**config.mk**
```make
export PLATFORM = sky130hd
export DESIGN_NAME = paged_crc_reader
export DESIGN_NICKNAME = d
export VERILOG_FILES = /design/src/rtl/pcr_pkg.sv /design/src/rtl/pcr_otp_array.sv /design/src/rtl/pcr_crc8_step.sv /design/src/rtl/paged_crc_reader.sv
export SDC_FILE = /design/constraint.sdc
export NUM_CORES = 2
export LEC_CHECK = 0
export BUFFER_PORTS_ARGS = -buffer_cell sky130_fd_sc_hd__buf_2
export CORE_UTILIZATION = 55
export CTS_CLUSTER_SIZE = 8
export DETAILED_ROUTE_END_ITERATION = 10
export PLACE_DENSITY = 0.73
export SYNTH_ARGS = -nofsm -noshare
export SYNTH_HDL_FRONTEND = slang
export SYNTH_SLANG_ARGS = --single-unit
```
**constraint.sdc**
```tcl
create_clock -name clk -period 3.7 [get_ports clk]
set_clock_uncertainty 0.1 [all_clocks]
set_input_delay 0.185 -clock clk [delete_from_list [all_inputs] [get_ports clk]]
set_output_delay 0.185 -clock clk [all_outputs]
set_load 0.005 [all_outputs]
```
**src/rtl/pcr_pkg.sv**
```systemverilog
package pcr_pkg;

    localparam logic [7:0] CRC_POLY_REFL = 8'h8C;

    typedef enum logic [1:0] {
        ST_IDLE,
        ST_DATA,
        ST_CRC,
        ST_TAIL
    } pcr_state_e;

    function automatic logic [7:0] crc8_byte(input logic [7:0] crc_in, input logic [7:0] data_in);
        logic [7:0] c;
        logic       fb;
        c = crc_in;
        for (int i = 0; i < 8; i++) begin
            fb = c[0] ^ data_in[i];
            c  = c >> 1;
            if (fb) c = c ^ CRC_POLY_REFL;
        end
        return c;
    endfunction

endpackage

```
**src/rtl/pcr_otp_array.sv**
```systemverilog
module pcr_otp_array #(
    parameter int BYTES  = 128,
    parameter int ADDR_W = 7
) (
    input  logic              clk,
    input  logic              rst_n,
    input  logic              prog_en,
    input  logic [ADDR_W-1:0] prog_addr,
    input  logic [7:0]        prog_data,
    input  logic [ADDR_W-1:0] rd_addr,
    output logic [7:0]        rd_data
);
    logic [7:0] mem_q [BYTES];

    // Programming can only clear bits.
    always_ff @(posedge clk or negedge rst_n) begin
        if (!rst_n) begin
            for (int i = 0; i < BYTES; i++) mem_q[i] <= 8'hFF;
        end else if (prog_en) begin
            mem_q[prog_addr] <= mem_q[prog_addr] & prog_data;
        end
    end

    always_ff @(posedge clk or negedge rst_n) begin
        if (!rst_n) rd_data <= 8'hFF;
        else        rd_data <= mem_q[rd_addr];
    end
endmodule

```
**src/rtl/pcr_crc8_step.sv**
```systemverilog
module pcr_crc8_step (
    input  logic [7:0] crc_in,
    input  logic [7:0] data_in,
    output logic [7:0] crc_out
);
    assign crc_out = pcr_pkg::crc8_byte(crc_in, data_in);
endmodule

```
**src/rtl/paged_crc_reader.sv**
```systemverilog
module paged_crc_reader #(
    parameter int PAGE_BYTES = 32,
    parameter int NUM_PAGES  = 4,
    parameter int ADDR_W     = $clog2(PAGE_BYTES * NUM_PAGES)
) (
    input  logic              clk,
    input  logic              rst_n,
    input  logic              bus_rst,
    input  logic              start,
    input  logic [ADDR_W-1:0] start_addr,
    input  logic              req,
    input  logic              prog_en,
    input  logic [ADDR_W-1:0] prog_addr,
    input  logic [7:0]        prog_data,
    output logic [7:0]        dout,
    output logic              out_valid,
    output logic              crc_valid
);
    import pcr_pkg::*;

    localparam int TOTAL_BYTES = PAGE_BYTES * NUM_PAGES;
    localparam int OFF_W       = $clog2(PAGE_BYTES);
    localparam logic [ADDR_W-1:0] LAST_ADDR = ADDR_W'(TOTAL_BYTES - 1);

    typedef struct packed {
        pcr_state_e        st;
        logic [ADDR_W-1:0] addr;
        logic [7:0]        crc;
        logic [7:0]        dout;
        logic              out_valid;
        logic              crc_valid;
    } pcr_regs_t;

    pcr_regs_t r_q, r_d;
    logic [7:0] rd_data;
    logic [7:0] crc_next;
    logic       page_end;

    pcr_otp_array #(.BYTES(TOTAL_BYTES), .ADDR_W(ADDR_W)) array_i (
        .clk       (clk),
        .rst_n     (rst_n),
        .prog_en   (prog_en),
        .prog_addr (prog_addr),
        .prog_data (prog_data),
        .rd_addr   (r_d.addr),
        .rd_data   (rd_data)
    );

    pcr_crc8_step crc_i (
        .crc_in  (r_q.crc),
        .data_in (rd_data),
        .crc_out (crc_next)
    );

    assign page_end = (r_q.addr[OFF_W-1:0] == {OFF_W{1'b1}});

    always_comb begin
        r_d           = r_q;
        r_d.out_valid = 1'b0;
        r_d.crc_valid = 1'b0;
        if (bus_rst) begin
            r_d.st  = ST_IDLE;
            r_d.crc = 8'h00;
        end else if (start) begin
            r_d.st   = ST_DATA;
            r_d.addr = start_addr;
            r_d.crc  = 8'h00;
        end else if (req) begin
            case (r_q.st)
                ST_DATA: begin
                    r_d.dout      = rd_data;
                    r_d.out_valid = 1'b1;
                    r_d.crc       = crc_next;
                    if (page_end) r_d.st   = ST_CRC;
                    else          r_d.addr = r_q.addr + 1'b1;
                end
                ST_CRC: begin
                    r_d.dout      = r_q.crc;
                    r_d.out_valid = 1'b1;
                    r_d.crc_valid = 1'b1;
                    r_d.crc       = 8'h00;
                    if (r_q.addr == LAST_ADDR) begin
                        r_d.st = ST_TAIL;
                    end else begin
                        r_d.st   = ST_DATA;
                        r_d.addr = r_q.addr + 1'b1;
                    end
                end
                ST_TAIL: begin
                    r_d.dout      = 8'hFF;
                    r_d.out_valid = 1'b1;
                end
                default: ;
            endcase
        end
    end

    always_ff @(posedge clk or negedge rst_n) begin
        if (!rst_n) begin
            r_q.st        <= ST_IDLE;
            r_q.addr      <= '0;
            r_q.crc       <= 8'h00;
            r_q.dout      <= 8'h00;
            r_q.out_valid <= 1'b0;
            r_q.crc_valid <= 1'b0;
        end else begin
            r_q <= r_d;
        end
    end

    assign dout      = r_q.dout;
    assign out_valid = r_q.out_valid;
    assign crc_valid = r_q.crc_valid;
endmodule

```
==> results.ini <==
[grt]
grt_overflow=0
grt_pass1_wl_um=340000
grt_pass1_vias=51400
grtUsageTotal_pct=44.6
antenna_found_initial=10
grt_max_degree=109

[die]
ios=38
core_area_um2=100000
start_util_pct=55.4
die_y_um=319
dieWidth_um=319
rows=116
dieArea_um2=102000

[synthesis]
yosys.area_share.simple_pct=17.8
synth_top_family_by_area=compound AO/OA/AOI/OAI gates
synthMuxAreaShare_pct=3.28
synth-xor-area-share_pct=0.316
synth_compound_area_share_pct=23.4
yosysSeqAreaShare_pct=50.2
synth_fa_ha_area_share_pct=0.158
yosys_warnings=0
synth.distinct_cells=83
synthesis.area_um2=55400
syn_avg_cell_area_um2=8.83
syn-instance-count=6271
synth_flop_cell=dfstp_2
synth-seq-cells=1059
async_reset_ff_share_pct=100
synth_edf_count=0
synth_fp_nets=6306

[clocking]
ctsHtreeMaxLevel=4
cts.sinks=1059
clock_latency_ns=0.77
cts_tree=built
clockRootBuffer=clkbuf_16
cts_inserted_buffers=150
clock_path_buffers=3
clk_pin_slew_ns=0.06

[power]
swShare_pct=30.0
finalPower_mw=30.9
p_leak_nw=23.3
switching_power_mw=9.27
internal-power_mw=21.6
p_seq_share_pct=40.1
ir_drop_mv=0.368
p_per_area_nw_per_um2=467
power_frac_clock_pct=40.3
power_frac_comb_pct=19.5

[finish]
fin_util_pct=66.1
layout-drive-gt1-share_pct=31.6
fill_cells=7983
multi_input_area_um2=25900
finalNonFillerCells=7857
regArea_um2=27800
final_nets=6570
fin_area_um2=66100
syn2layout_area_growth_pct=19.4

[setup_path]
ff2ff_setup_slack_ns=-0.03
cp_max_fo=7
r2r_end=array_i.rd_data[4]$_DFF_PN1_
path_class=reg2reg
r2r-start=r_q[18]$_DFF_PN0_
r2r_cells=17
cp.required_ns=4.27
startpoint_type=flop
cp-endpoint=array_i.rd_data[4]$_DFF_PN1_
end_kind=flop
cp-startpoint=r_q[18]$_DFF_PN0_
worstPathArrival_ns=4.30

[route]
vias=54300
drc=0
drt_first_pass_iters=9
ant_nets=0
routedWlPerCell_um=29.3
via_per_inst=6.91
routed_wl_um=230000
drtIter0Drc=8050

[timing]
hold_violations=0
setup_ws_ns=-0.0286
rsz0062_at_grt=yes
setup_violations=3
period_share_pct=101
fin_setup_tns_ns=-0.0571
max_slew.worst_pin.slew_ns=1.20
fin_crit_ns=3.73
relSlewSlack_pct=20.2
fmax_mhz=268
slew_viol_final=0

[job]
cap_violations=0

[place]
placed_area_um2=60400
io_buffers=37
routabilityCongestion=1.03
dp.cells=7620
dp.final_hpwl_um=157000

[outcome]
violations=negative setup slack
outcome=finished with violations

[hold_path]
hold_class=in2reg

layer usage:
metal | vias up | track usage, % | share of wire, %
met4 | 10 | 27.4 | 7.2
met2 | 4178 | 62.6 | 41
met3 | 967 | 13.7 | 14
li1 | 23000 | - | -
met1 | 26100 | 60.1 | 37
met5 | - | 0 | 0.029
cell usage after synthesis (all sizes together) (7+ instances only):
| master | count | area share [%] |
|---|---|---|
| a2111oi | 9 | 0.14 |
| o311ai | 12 | 0.19 |
| a41oi | 23 | 0.36 |
| o221ai | 9 | 0.14 |
| nor2b | 8 | 0.090 |
| and4 | 8 | 0.13 |
| nor4 | 13 | 0.18 |
| inv | 18 | 0.14 |
| mux2i | 80 | 1.4 |
| a22o | 47 | 0.74 |
| a32oi | 20 | 0.32 |
| nor2 | 75 | 0.51 |
| clkbuf | 328 | 2.2 |
| dfstp | 1032 | 49 |
| nand2 | 1717 | 12 |
| and2 | 12 | 0.14 |
| o2111ai | 8 | 0.13 |
| buf | 255 | 2.5 |
| o21ai | 1085 | 9.8 |
| and3 | 77 | 0.88 |
| nor3 | 29 | 0.27 |
| nand4 | 115 | 1.3 |
| a221oi | 62 | 0.99 |
| a22oi | 454 | 6.2 |
| a211oi | 22 | 0.30 |
| a31oi | 89 | 1.0 |
| ha | 7 | 0.16 |
| dfrtp | 27 | 1.2 |
| o22ai | 32 | 0.36 |
| mux4 | 43 | 1.8 |
| a21oi | 183 | 1.7 |
| nand3 | 248 | 2.2 |
| o211ai | 29 | 0.39 |
| xnor2 | 15 | 0.24 |
critical path, stage by stage (launching register included):
cell and delay, ns:
dfrtp_1 0.40, ha_4 0.17, nand3_4 0.06, inv_2 0.07
ha_4 0.17, buf_4 0.12, nand2b_1 0.07, a211oi_2 0.21
a2111oi_2 0.08, buf_4 0.17, a21oi_4 0.23, inv_2 0.07
buf_4 0.18, nand4_1 0.20, o22ai_2 0.11, or3_4 0.40
or4_4 0.55, nor4_4 0.26
worst min path at each step:
stage,start,end,slack (ns),cells past startpoint
final,prog_data[4],array_i.mem_q[964]$_DFFE_PN1P_,0.06,4
after global routing,prog_data[4],array_i.mem_q[972]$_DFFE_PN1P_,0.06,4
after CTS,prog_data[4],array_i.mem_q[964]$_DFFE_PN1P_,0.03,4
after detailed placement,array_i.mem_q[847]$_DFFE_PN1P_,array_i.mem_q[847]$_DFFE_PN1P_,0.37,2
after global placement,array_i.mem_q[903]$_DFFE_PN1P_,array_i.mem_q[903]$_DFFE_PN1P_,0.36,2
after floorplan,rst_n,crc_valid$_DFF_PN0_,-0.21,0
power by group through the flow:
stage          Sequential, mW  Clock (mW)  Combinational, mW
6_report                 12.4        12.5               6.03
5_1_grt                  12.4        13.0               6.18
4_1_cts                  12.4        12.5               5.39
3_5_place_dp             12.5           0               5.16
3_3_place_gp             12.5           0               5.12
2_1_floorplan            12.4           0               2.60
kinds of logic (layout without fill, tap and decap cells):
family,count (synthesis),in the layout
multiplexers,127,127
AO/OA/AOI/OAI,2128,2128
other,0,2
buffers and inverters,603,889
XOR/XNOR,20,20
AND/OR/NAND/NOR,2327,2327
flip-flops,1059,1059
adder cells (fa/ha/maj),7,7
placed cells by master, fill, tap and decap left out, drive strengths merged, types with 7 or more instances in the layout:
cell            n
nor3           29
buf           675
and4            8
clkbuf        169
nor2b           8
mux2i          80
o21ai        1085
nand4         115
and2           12
a211oi         22
a221oi         62
o2111ai         8
o211ai         29
mux4           43
a22o           47
o221ai          9
nor4           13
xnor2          15
o311ai         12
a32oi          20
dfrtp          27
ha              7
a22oi         454
nand3         248
a2111oi         9
nand2        1717
a21oi         183
clkinv          8
dfstp        1032
dlygate4sd3    15
inv            22
o22ai          32
nor2           75
a31oi          89
and3           77
a41oi          23
metrics by stage:
| step | setup WS (ns) | hold slack (ns) |
|---|---|---|
| after detailed placement | -0.643 | 0.366 |
| after floorplan | 0.222 | -0.211 |
| final | -0.0286 | 0.0576 |
| after global routing | -0.0683 | 0.0630 |
| after CTS | 0.00489 | 0.0343 |
| after global placement | -0.688 | 0.360 |
registers in the layout (all words and copies together), names as in the netlist:
register and flops:
crc_valid 1, out_valid 1, dout 8, r_q 17, array_i.mem_q 1024, array_i.rd_data 8
cell type report:
type,count,area share (%)
timing repair inverter,1,0.0170
timing repair buffer,694,10.1
multi-input combinational,4609,39.1
tap,1298,2.46
sequential,1059,42.0
clock buffer,165,5.87
clock inverter,9,0.182
antenna,2,0.00757
inverter,20,0.187
timing repair:
| action | CTS | global route |
|---|---|---|
| hold buffers | 15 | 0 |
| pin swaps | 27 | 48 |
| endpoints found under the setup margin | 8 | 8 |
| gates cloned | 1 | 4 |
| setup buffers | 23 | 25 |
| gates resized for setup | 94 | 150 |
| hold endpoints to repair | 315 | 0 |
Power figures use the tool's default switching activity.
